## config.mk

```make
export PLATFORM = sky130hd
export DESIGN_NAME = cell_traffic_gen
export DESIGN_NICKNAME = d
export VERILOG_FILES = /design/src/rtl/ctg_pkg.sv /design/src/rtl/ctg_lfsr.sv /design/src/rtl/ctg_sequencer.sv /design/src/rtl/ctg_cell_fmt.sv /design/src/rtl/cell_traffic_gen.sv
export SDC_FILE = /design/constraint.sdc
export NUM_CORES = 1
export LEC_CHECK = 0
export ABC_CLOCK_PERIOD_IN_PS = 4100
export CORE_MARGIN = 2
export CORE_UTILIZATION = 54
export DETAILED_ROUTE_END_ITERATION = 16
export PLACE_DENSITY = 0.86
export SLEW_MARGIN = 20
export SYNTH_ARGS = -nofsm -noshare
export SYNTH_HDL_FRONTEND = slang
export SYNTH_HIERARCHICAL = 1
export SYNTH_SLANG_ARGS = --single-unit
```

## constraint.sdc

```tcl
create_clock -name clk -period 4.1 [get_ports clk]
set_clock_uncertainty 0.2 [all_clocks]
set_input_delay 0.82 -clock clk [delete_from_list [all_inputs] [get_ports clk]]
set_output_delay 0.82 -clock clk [all_outputs]
set_load 0.03 [all_outputs]
```

## src/rtl/ctg_pkg.sv

```systemverilog
package ctg_pkg;

    typedef enum logic [1:0] {
        ST_IDLE,
        ST_ECHO,
        ST_GAP,
        ST_BURST
    } seq_state_e;

    typedef struct packed {
        logic active;
        logic rand_gap;
        logic multi;
        logic rand_burst;
    } mode_t;

    localparam logic [7:0] OP_IDLE  = 8'h00;
    localparam logic [7:0] OP_CG    = 8'h02;
    localparam logic [7:0] OP_RG    = 8'h04;
    localparam logic [7:0] OP_CG_CB = 8'h06;
    localparam logic [7:0] OP_RG_CB = 8'h08;
    localparam logic [7:0] OP_CG_RB = 8'h0A;
    localparam logic [7:0] OP_RG_RB = 8'h0C;

    localparam int LEN_W = 4;

    function automatic mode_t decode_op(input logic [7:0] op);
        mode_t m;
        m = '0;
        case (op)
            OP_CG:    m = mode_t'(4'b1000);
            OP_RG:    m = mode_t'(4'b1100);
            OP_CG_CB: m = mode_t'(4'b1010);
            OP_RG_CB: m = mode_t'(4'b1110);
            OP_CG_RB: m = mode_t'(4'b1011);
            OP_RG_RB: m = mode_t'(4'b1111);
            default:  m = '0;
        endcase
        return m;
    endfunction

endpackage

```

## src/rtl/ctg_lfsr.sv

```systemverilog
module ctg_lfsr #(
    parameter int               WIDTH = 32,
    parameter logic [WIDTH-1:0] TAPS  = '1,
    parameter logic [WIDTH-1:0] SEED  = '1
) (
    input  logic             clk,
    input  logic             rst,
    input  logic             step,
    output logic [WIDTH-1:0] state
);

    logic feedback;

    generate
        if (WIDTH > 1) begin : g_multi
            assign feedback = ^(state & TAPS);
        end else begin : g_single
            assign feedback = ~state[0];
        end
    endgenerate

    always_ff @(posedge clk) begin
        if (rst) begin
            state <= SEED;
        end else if (step) begin
            if (WIDTH > 1) begin
                state <= {feedback, state[WIDTH-1:1]};
            end else begin
                state <= feedback;
            end
        end
    end

endmodule

```

## src/rtl/ctg_sequencer.sv

```systemverilog
module ctg_sequencer
    import ctg_pkg::*;
#(
    parameter int CELL_WORDS = 14,
    parameter int GAP_W      = 8,
    localparam int IW        = $clog2(CELL_WORDS)
) (
    input  logic               clk,
    input  logic               rst,
    input  logic               accept,
    input  mode_t              mode,
    input  logic [GAP_W-1:0]   cfg_gap,
    input  logic [LEN_W-1:0]   cfg_burst,
    input  logic [GAP_W-1:0]   rnd_gap,
    input  logic [LEN_W-1:0]   rnd_burst,
    output seq_state_e         st,
    output logic [IW-1:0]      widx,
    output logic [LEN_W-1:0]   burst_left,
    output logic [15:0]        cell_seq,
    output logic               emit,
    output logic               boundary,
    output logic               gap_draw,
    output logic               burst_draw
);

    localparam logic [IW-1:0] LAST = IW'(CELL_WORDS - 1);

    logic [GAP_W-1:0] gap_cnt;
    logic [GAP_W-1:0] gap_value;
    logic [LEN_W-1:0] burst_raw;
    logic [LEN_W-1:0] burst_value;
    logic             cell_end;
    logic             load_gap;
    logic             load_burst;

    always_comb begin
        gap_value   = mode.rand_gap ? rnd_gap : cfg_gap;
        if (!mode.multi) begin
            burst_raw = LEN_W'(1);
        end else if (mode.rand_burst) begin
            burst_raw = rnd_burst;
        end else begin
            burst_raw = cfg_burst;
        end
        burst_value = (burst_raw == '0) ? LEN_W'(1) : burst_raw;
        cell_end    = ((st == ST_ECHO) || (st == ST_BURST)) && (widx == LAST);
        load_gap    = !accept && cell_end && mode.active &&
                      ((st == ST_ECHO) || (burst_left == LEN_W'(1)));
        load_burst  = !accept && (st == ST_GAP) && (gap_cnt == '0);
        gap_draw    = load_gap && mode.rand_gap;
        burst_draw  = load_burst && mode.multi && mode.rand_burst;
        boundary    = (st == ST_IDLE) || (st == ST_GAP) ||
                      ((st == ST_BURST) && (widx == '0));
        emit        = !accept && ((st == ST_ECHO) || (st == ST_BURST));
    end

    always_ff @(posedge clk) begin
        if (rst) begin
            st         <= ST_IDLE;
            widx       <= '0;
            gap_cnt    <= '0;
            burst_left <= '0;
            cell_seq   <= '0;
        end else if (accept) begin
            st       <= ST_ECHO;
            widx     <= '0;
            cell_seq <= '0;
        end else begin
            case (st)
                ST_ECHO: begin
                    if (widx == LAST) begin
                        widx    <= '0;
                        gap_cnt <= gap_value;
                        st      <= mode.active ? ST_GAP : ST_IDLE;
                    end else begin
                        widx <= widx + 1'b1;
                    end
                end
                ST_GAP: begin
                    if (load_burst) begin
                        st         <= ST_BURST;
                        burst_left <= burst_value;
                        widx       <= '0;
                    end else begin
                        gap_cnt <= gap_cnt - 1'b1;
                    end
                end
                ST_BURST: begin
                    if (widx == LAST) begin
                        widx     <= '0;
                        cell_seq <= cell_seq + 1'b1;
                        if (load_gap) begin
                            st      <= ST_GAP;
                            gap_cnt <= gap_value;
                        end else begin
                            burst_left <= burst_left - 1'b1;
                        end
                    end else begin
                        widx <= widx + 1'b1;
                    end
                end
                default: begin
                    widx <= '0;
                end
            endcase
        end
    end

endmodule

```

## src/rtl/ctg_cell_fmt.sv

```systemverilog
module ctg_cell_fmt #(
    parameter int            DW         = 32,
    parameter int            CELL_WORDS = 14,
    parameter int            GAP_W      = 8,
    parameter logic [DW-1:0] CTRL_HDR   = '0,
    parameter logic [DW-1:0] DATA_HDR   = '0,
    localparam int           IW         = $clog2(CELL_WORDS)
) (
    input  logic             is_echo,
    input  logic [IW-1:0]    widx,
    input  logic [7:0]       opcode,
    input  logic [GAP_W-1:0] gap,
    input  logic [3:0]       burst,
    input  logic [15:0]      cell_seq,
    output logic [DW-1:0]    word
);

    logic [7:0]  echo_op;
    logic [15:0] gap_ext;

    always_comb begin
        echo_op = opcode + 8'd1;
        gap_ext = 16'(gap);
        if (is_echo) begin
            if (widx == '0) begin
                word = CTRL_HDR;
            end else if (widx == IW'(1)) begin
                word = DW'({echo_op, 4'h0, burst, gap_ext});
            end else begin
                word = '0;
            end
        end else begin
            if (widx == '0) begin
                word = DATA_HDR;
            end else begin
                word = DW'({cell_seq, 16'(widx)});
            end
        end
    end

endmodule

```

## src/rtl/cell_traffic_gen.sv

```systemverilog
module cell_traffic_gen
    import ctg_pkg::*;
#(
    parameter int            DW         = 32,
    parameter int            CELL_WORDS = 14,
    parameter int            GAP_W      = 8,
    parameter logic [DW-1:0] CTRL_HDR   = 32'h0000_0230,
    parameter logic [DW-1:0] DATA_HDR   = 32'h0000_0640,
    parameter logic [31:0]   GAP_SEED   = 32'h1ACE_B00C,
    parameter logic [3:0]    LEN_SEED   = 4'h9
) (
    input  logic             clk,
    input  logic             rst,
    input  logic             cmd_req,
    output logic             cmd_ack,
    input  logic [7:0]       cmd_opcode,
    input  logic [GAP_W-1:0] cmd_gap,
    input  logic [3:0]       cmd_burst,
    input  logic             in_valid,
    input  logic             in_soc,
    input  logic [DW-1:0]    in_data,
    output logic             out_valid,
    output logic             out_soc,
    output logic [DW-1:0]    out_data
);

    localparam int            IW       = $clog2(CELL_WORDS);
    localparam logic [31:0]   GAP_TAPS = 32'h8020_0003;
    localparam logic [3:0]    LEN_TAPS = 4'hC;

    logic [7:0]       op_q;
    logic [GAP_W-1:0] gap_q;
    logic [3:0]       burst_q;
    mode_t            mode_q;

    seq_state_e       seq_st;
    logic [IW-1:0]    widx;
    logic [3:0]       burst_left;
    logic [15:0]      cell_seq;
    logic             emit;
    logic             boundary;
    logic             gap_draw;
    logic             burst_draw;
    logic             accept;
    logic [31:0]      lfsr_gap_q;
    logic [3:0]       lfsr_len_q;
    logic [DW-1:0]    fmt_word;

    assign accept  = cmd_req && boundary;
    assign cmd_ack = accept;

    always_ff @(posedge clk) begin
        if (rst) begin
            op_q    <= OP_IDLE;
            gap_q   <= '0;
            burst_q <= '0;
            mode_q  <= '0;
        end else if (accept) begin
            op_q    <= cmd_opcode;
            gap_q   <= cmd_gap;
            burst_q <= cmd_burst;
            mode_q  <= decode_op(cmd_opcode);
        end
    end

    ctg_lfsr #(
        .WIDTH (32),
        .TAPS  (GAP_TAPS),
        .SEED  (GAP_SEED)
    ) u_gap_rng (
        .clk   (clk),
        .rst   (rst),
        .step  (gap_draw),
        .state (lfsr_gap_q)
    );

    ctg_lfsr #(
        .WIDTH (4),
        .TAPS  (LEN_TAPS),
        .SEED  (LEN_SEED)
    ) u_len_rng (
        .clk   (clk),
        .rst   (rst),
        .step  (burst_draw),
        .state (lfsr_len_q)
    );

    ctg_sequencer #(
        .CELL_WORDS (CELL_WORDS),
        .GAP_W      (GAP_W)
    ) u_seq (
        .clk        (clk),
        .rst        (rst),
        .accept     (accept),
        .mode       (mode_q),
        .cfg_gap    (gap_q),
        .cfg_burst  (burst_q),
        .rnd_gap    (lfsr_gap_q[GAP_W-1:0]),
        .rnd_burst  (lfsr_len_q),
        .st         (seq_st),
        .widx       (widx),
        .burst_left (burst_left),
        .cell_seq   (cell_seq),
        .emit       (emit),
        .boundary   (boundary),
        .gap_draw   (gap_draw),
        .burst_draw (burst_draw)
    );

    ctg_cell_fmt #(
        .DW         (DW),
        .CELL_WORDS (CELL_WORDS),
        .GAP_W      (GAP_W),
        .CTRL_HDR   (CTRL_HDR),
        .DATA_HDR   (DATA_HDR)
    ) u_fmt (
        .is_echo  (seq_st == ST_ECHO),
        .widx     (widx),
        .opcode   (op_q),
        .gap      (gap_q),
        .burst    (burst_q),
        .cell_seq (cell_seq),
        .word     (fmt_word)
    );

    always_ff @(posedge clk) begin
        if (rst) begin
            out_valid <= 1'b0;
            out_soc   <= 1'b0;
            out_data  <= '0;
        end else if (emit) begin
            out_valid <= 1'b1;
            out_soc   <= (widx == '0);
            out_data  <= fmt_word;
        end else if ((seq_st == ST_IDLE) && !accept) begin
            out_valid <= in_valid;
            out_soc   <= in_valid && in_soc;
            out_data  <= in_data;
        end else begin
            out_valid <= 1'b0;
            out_soc   <= 1'b0;
            out_data  <= '0;
        end
    end

endmodule

```

==> flow_metrics.tcl <==
set metrics [dict create \
    clk_path_buf_depth 2 \
    tightestPinTransition_ps 1003 \
    drc 0 \
    tns_ps 0 \
    yosysSeqAreaShare_pct 42.06 \
    place_congestion 0.9110 \
    grtUsageTotal_pct 26.27 \
    hold_violations 0 \
    synth_top_family_by_area "simple AND/OR/NAND/NOR gates" \
    p_leak_nw 2.660 \
    insertedDiodeCount 0 \
    start_util_pct 55.71 \
    start_kind "flip-flop" \
    period_minus_slack_ps 3405 \
    syn_area_um2 6092 \
    cts_tree "done" \
    synthMuxAreaShare_pct 5.093 \
    rsz0062_at_grt "no" \
    clk_latency_ps 420 \
    drt-wirelength-per-cell_um 17.02 \
    crit_path_end_kind "output port" \
    initialDrtViolationCount 573 \
    dpl.hpwl_um 10160 \
    netlist_instances 693 \
    p_total_w 0.003186 \
    vias_per_cell 6.049 \
    peakVddDrop_uv 254.4 \
    io_pins 92 \
    cts_resized 0 \
    crit_required_ps 3080 \
    cp_cell_sequence "inv_1 -> ha_1 -> inv_1 -> o41ai_1 -> nand2_2 -> inv_1 -> buf_4 -> buf_4" \
    cp_common_cell "inv_1" \
    area_delta_synth_final_pct 23.76 \
    io_buffers 91 \
    yosys.area_share.simple_pct 21.79 \
    worst-setup-path-type "flip-flop to output port" \
    slowest_stage "dfxtp_1" \
    synth_fa_ha_area_share_pct 1.848 \
    ant_nets 0 \
    antenna_found_initial 0 \
    clock-sinks 128 \
    core.rowCount 38 \
    cp_max_fo 34 \
    grt_pass1_wl_um 24870 \
    status "finished, final reports clean" \
    synth_cell_types 74 \
    hold_ws_ps 260.9 \
    grt_pass1_vias 5161 \
    coreArea_um2 10940 \
    synth-edff-count 0 \
    ys_warn_count 6 \
    fmax_mhz 293.7 \
    hold_path.class "flip-flop to flip-flop" \
    firstDrtPassIters 6 \
    postCtsSetupBuffers 0 \
    maxCapViolCount 0 \
    die_w_um 110.2 \
    grt_overflow 0 \
    ys_ff_latch 128 \
    grt_max_degree 83 \
    max_stage_delay_ps 510 \
    dieArea_um2 12150 \
    maxSlewViolCount 0 \
    root_buffer "clkbuf_16" \
    routed-via-count 5529 \
    setup_viol 0 \
    final_common_cell "dfxtp_1" \
    synth_compound_area_share_pct 19.59 \
    synth-xor-area-share_pct 2.259 \
    power_density_nw_per_um2 422.6 \
    finalCritPeriodShare_pct 83.04 \
    relSlewSlack_pct 33.02 \
    synth-async-reset-ratio_pct 0 \
    hold_buffers 0 \
    synth_ff_type "dfxtp_1" \
    htree_levels 4 \
    finalNetCount 827 \
    avgSynthCellArea_um2 8.791 \
    wirelength_um 15550 \
    drive_gt1_share_pct 7.881 \
    cts_inserted_buffers 17 \
    fp.dieH_um 110.2 \
    final_cell_mix "128 x dfxtp_1, 89 x clkdlybuf4s50_1, 83 x nor2_1" \
    worstPathArrival_ps 2380 \
    clkTransAtPathRegs_ps 60 \
    n_fill_cell 815 \
]
## per-stage QoR
stage | worst slack [ps] | area (µm²) | cells | util, %
final | 695.4 | 7540 | 914 | 68.95
after global routing | 589.0 | 7540 | 914 | 68.95
after CTS | 705.9 | 7538 | 914 | 68.94
after detailed placement | 716.3 | 6920 | 882 | 63.28
after global placement | 861.8 | 6920 | 882 | 63.28
after floorplan | 1181 | 6111 | 698 | -
## final cells by class
| cell class | instances | area (µm²) | share of cell area, % |
|---|---|---|---|
| multi-input cells | 492 | 3119 | 41.37 |
| flip-flops and latches | 128 | 2562 | 33.99 |
| repair buffers | 99 | 965.9 | 12.81 |
| clock buffers | 18 | 439.2 | 5.825 |
| clock inverters | 14 | 178.9 | 2.373 |
| well taps | 140 | 175.2 | 2.323 |
| inverters | 23 | 98.84 | 1.311 |
## state kept, by name, indices dropped and copies added, names as in the netlist
name              flops
u_len_rng/state       4
u_gap_rng/state      32
burst_q               4
out_soc               1
mode_q                4
out_valid             1
u_seq/widx            4
u_seq/burst_left      4
gap_q                 8
op_q                  8
u_seq/st              2
out_data             32
u_seq/cell_seq       16
u_seq/gap_cnt         8
## Yosys cell counts (3+ instances only)
library cell | count | area (µm²)
nor3_1 | 6 | 30.03
a211oi_1 | 3 | 22.52
nor4_1 | 5 | 31.28
buf_2 | 8 | 40.04
a22oi_1 | 33 | 247.7
o32ai_1 | 8 | 70.07
and2_1 | 4 | 25.02
o31ai_1 | 4 | 30.03
nand2b_1 | 10 | 62.56
ha_1 | 9 | 112.6
a21oi_1 | 56 | 280.3
a211o_1 | 16 | 140.1
buf_6 | 7 | 78.83
a31oi_1 | 8 | 50.05
a22o_1 | 12 | 105.1
nand2_1 | 59 | 221.5
nor2b_1 | 21 | 131.4
or4_1 | 5 | 37.54
inv_1 | 22 | 82.58
buf_4 | 7 | 52.55
or3_1 | 6 | 37.54
o21ai_0 | 7 | 35.03
clkbuf_1 | 26 | 97.59
and3_1 | 9 | 56.30
nor2_1 | 83 | 311.6
a221o_1 | 4 | 40.04
nand3_1 | 23 | 115.1
nand4_1 | 10 | 62.56
mux2i_1 | 31 | 310.3
xnor2_1 | 11 | 96.34
dfxtp_1 | 128 | 2562
## report_power, final
group	leakage (nW)	internal (W)	switching [W]	total, W
combinational	1.33	0.000134	0.000176	0.000310
clock	0.294	0.000982	0.000588	0.00157
sequential	1.04	0.00128	0.0000273	0.00131
## cells by family after synthesis
| kind of cell | Yosys count |
|---|---|
| compound gates | 170 |
| flops | 128 |
| simple gates | 262 |
| buf+inv | 78 |
| xor+xnor | 14 |
| other cells | 1 |
| mux | 31 |
| fa+ha+maj | 9 |
## critical path, delay by kind of cell, from the launching register on
family	cells	cell delay, ps
flip-flops	1	510
adder cells (fa/ha/maj)	1	160
AO/OA/AOI/OAI	1	300
buffers and inverters	5	900
AND/OR/NAND/NOR	1	90
## routing by layer
metal	wire (µm)	track usage (%)
met2	7416	42.59
met5	0	0
met3	1191	5.291
met4	310	10.71
met1	6635	34.28
## path summary, 6_finish.rpt
| kind | startpoint | endpoint | slack [ps] | depth (start not counted) |
|---|---|---|---|---|
| worst min register to register | u_gap_rng/state[19] | u_gap_rng/state[18] | 260 | 1 |
| worst max-delay path | u_seq/widx[0] | cmd_ack | 700 | 8 |
| worst max register to register | u_seq/widx[0] | u_seq/gap_cnt[6] | 890 | 11 |
| worst min-delay path | u_gap_rng/state[19] | u_gap_rng/state[18] | 260 | 1 |
(Power assumes the default switching activity.)
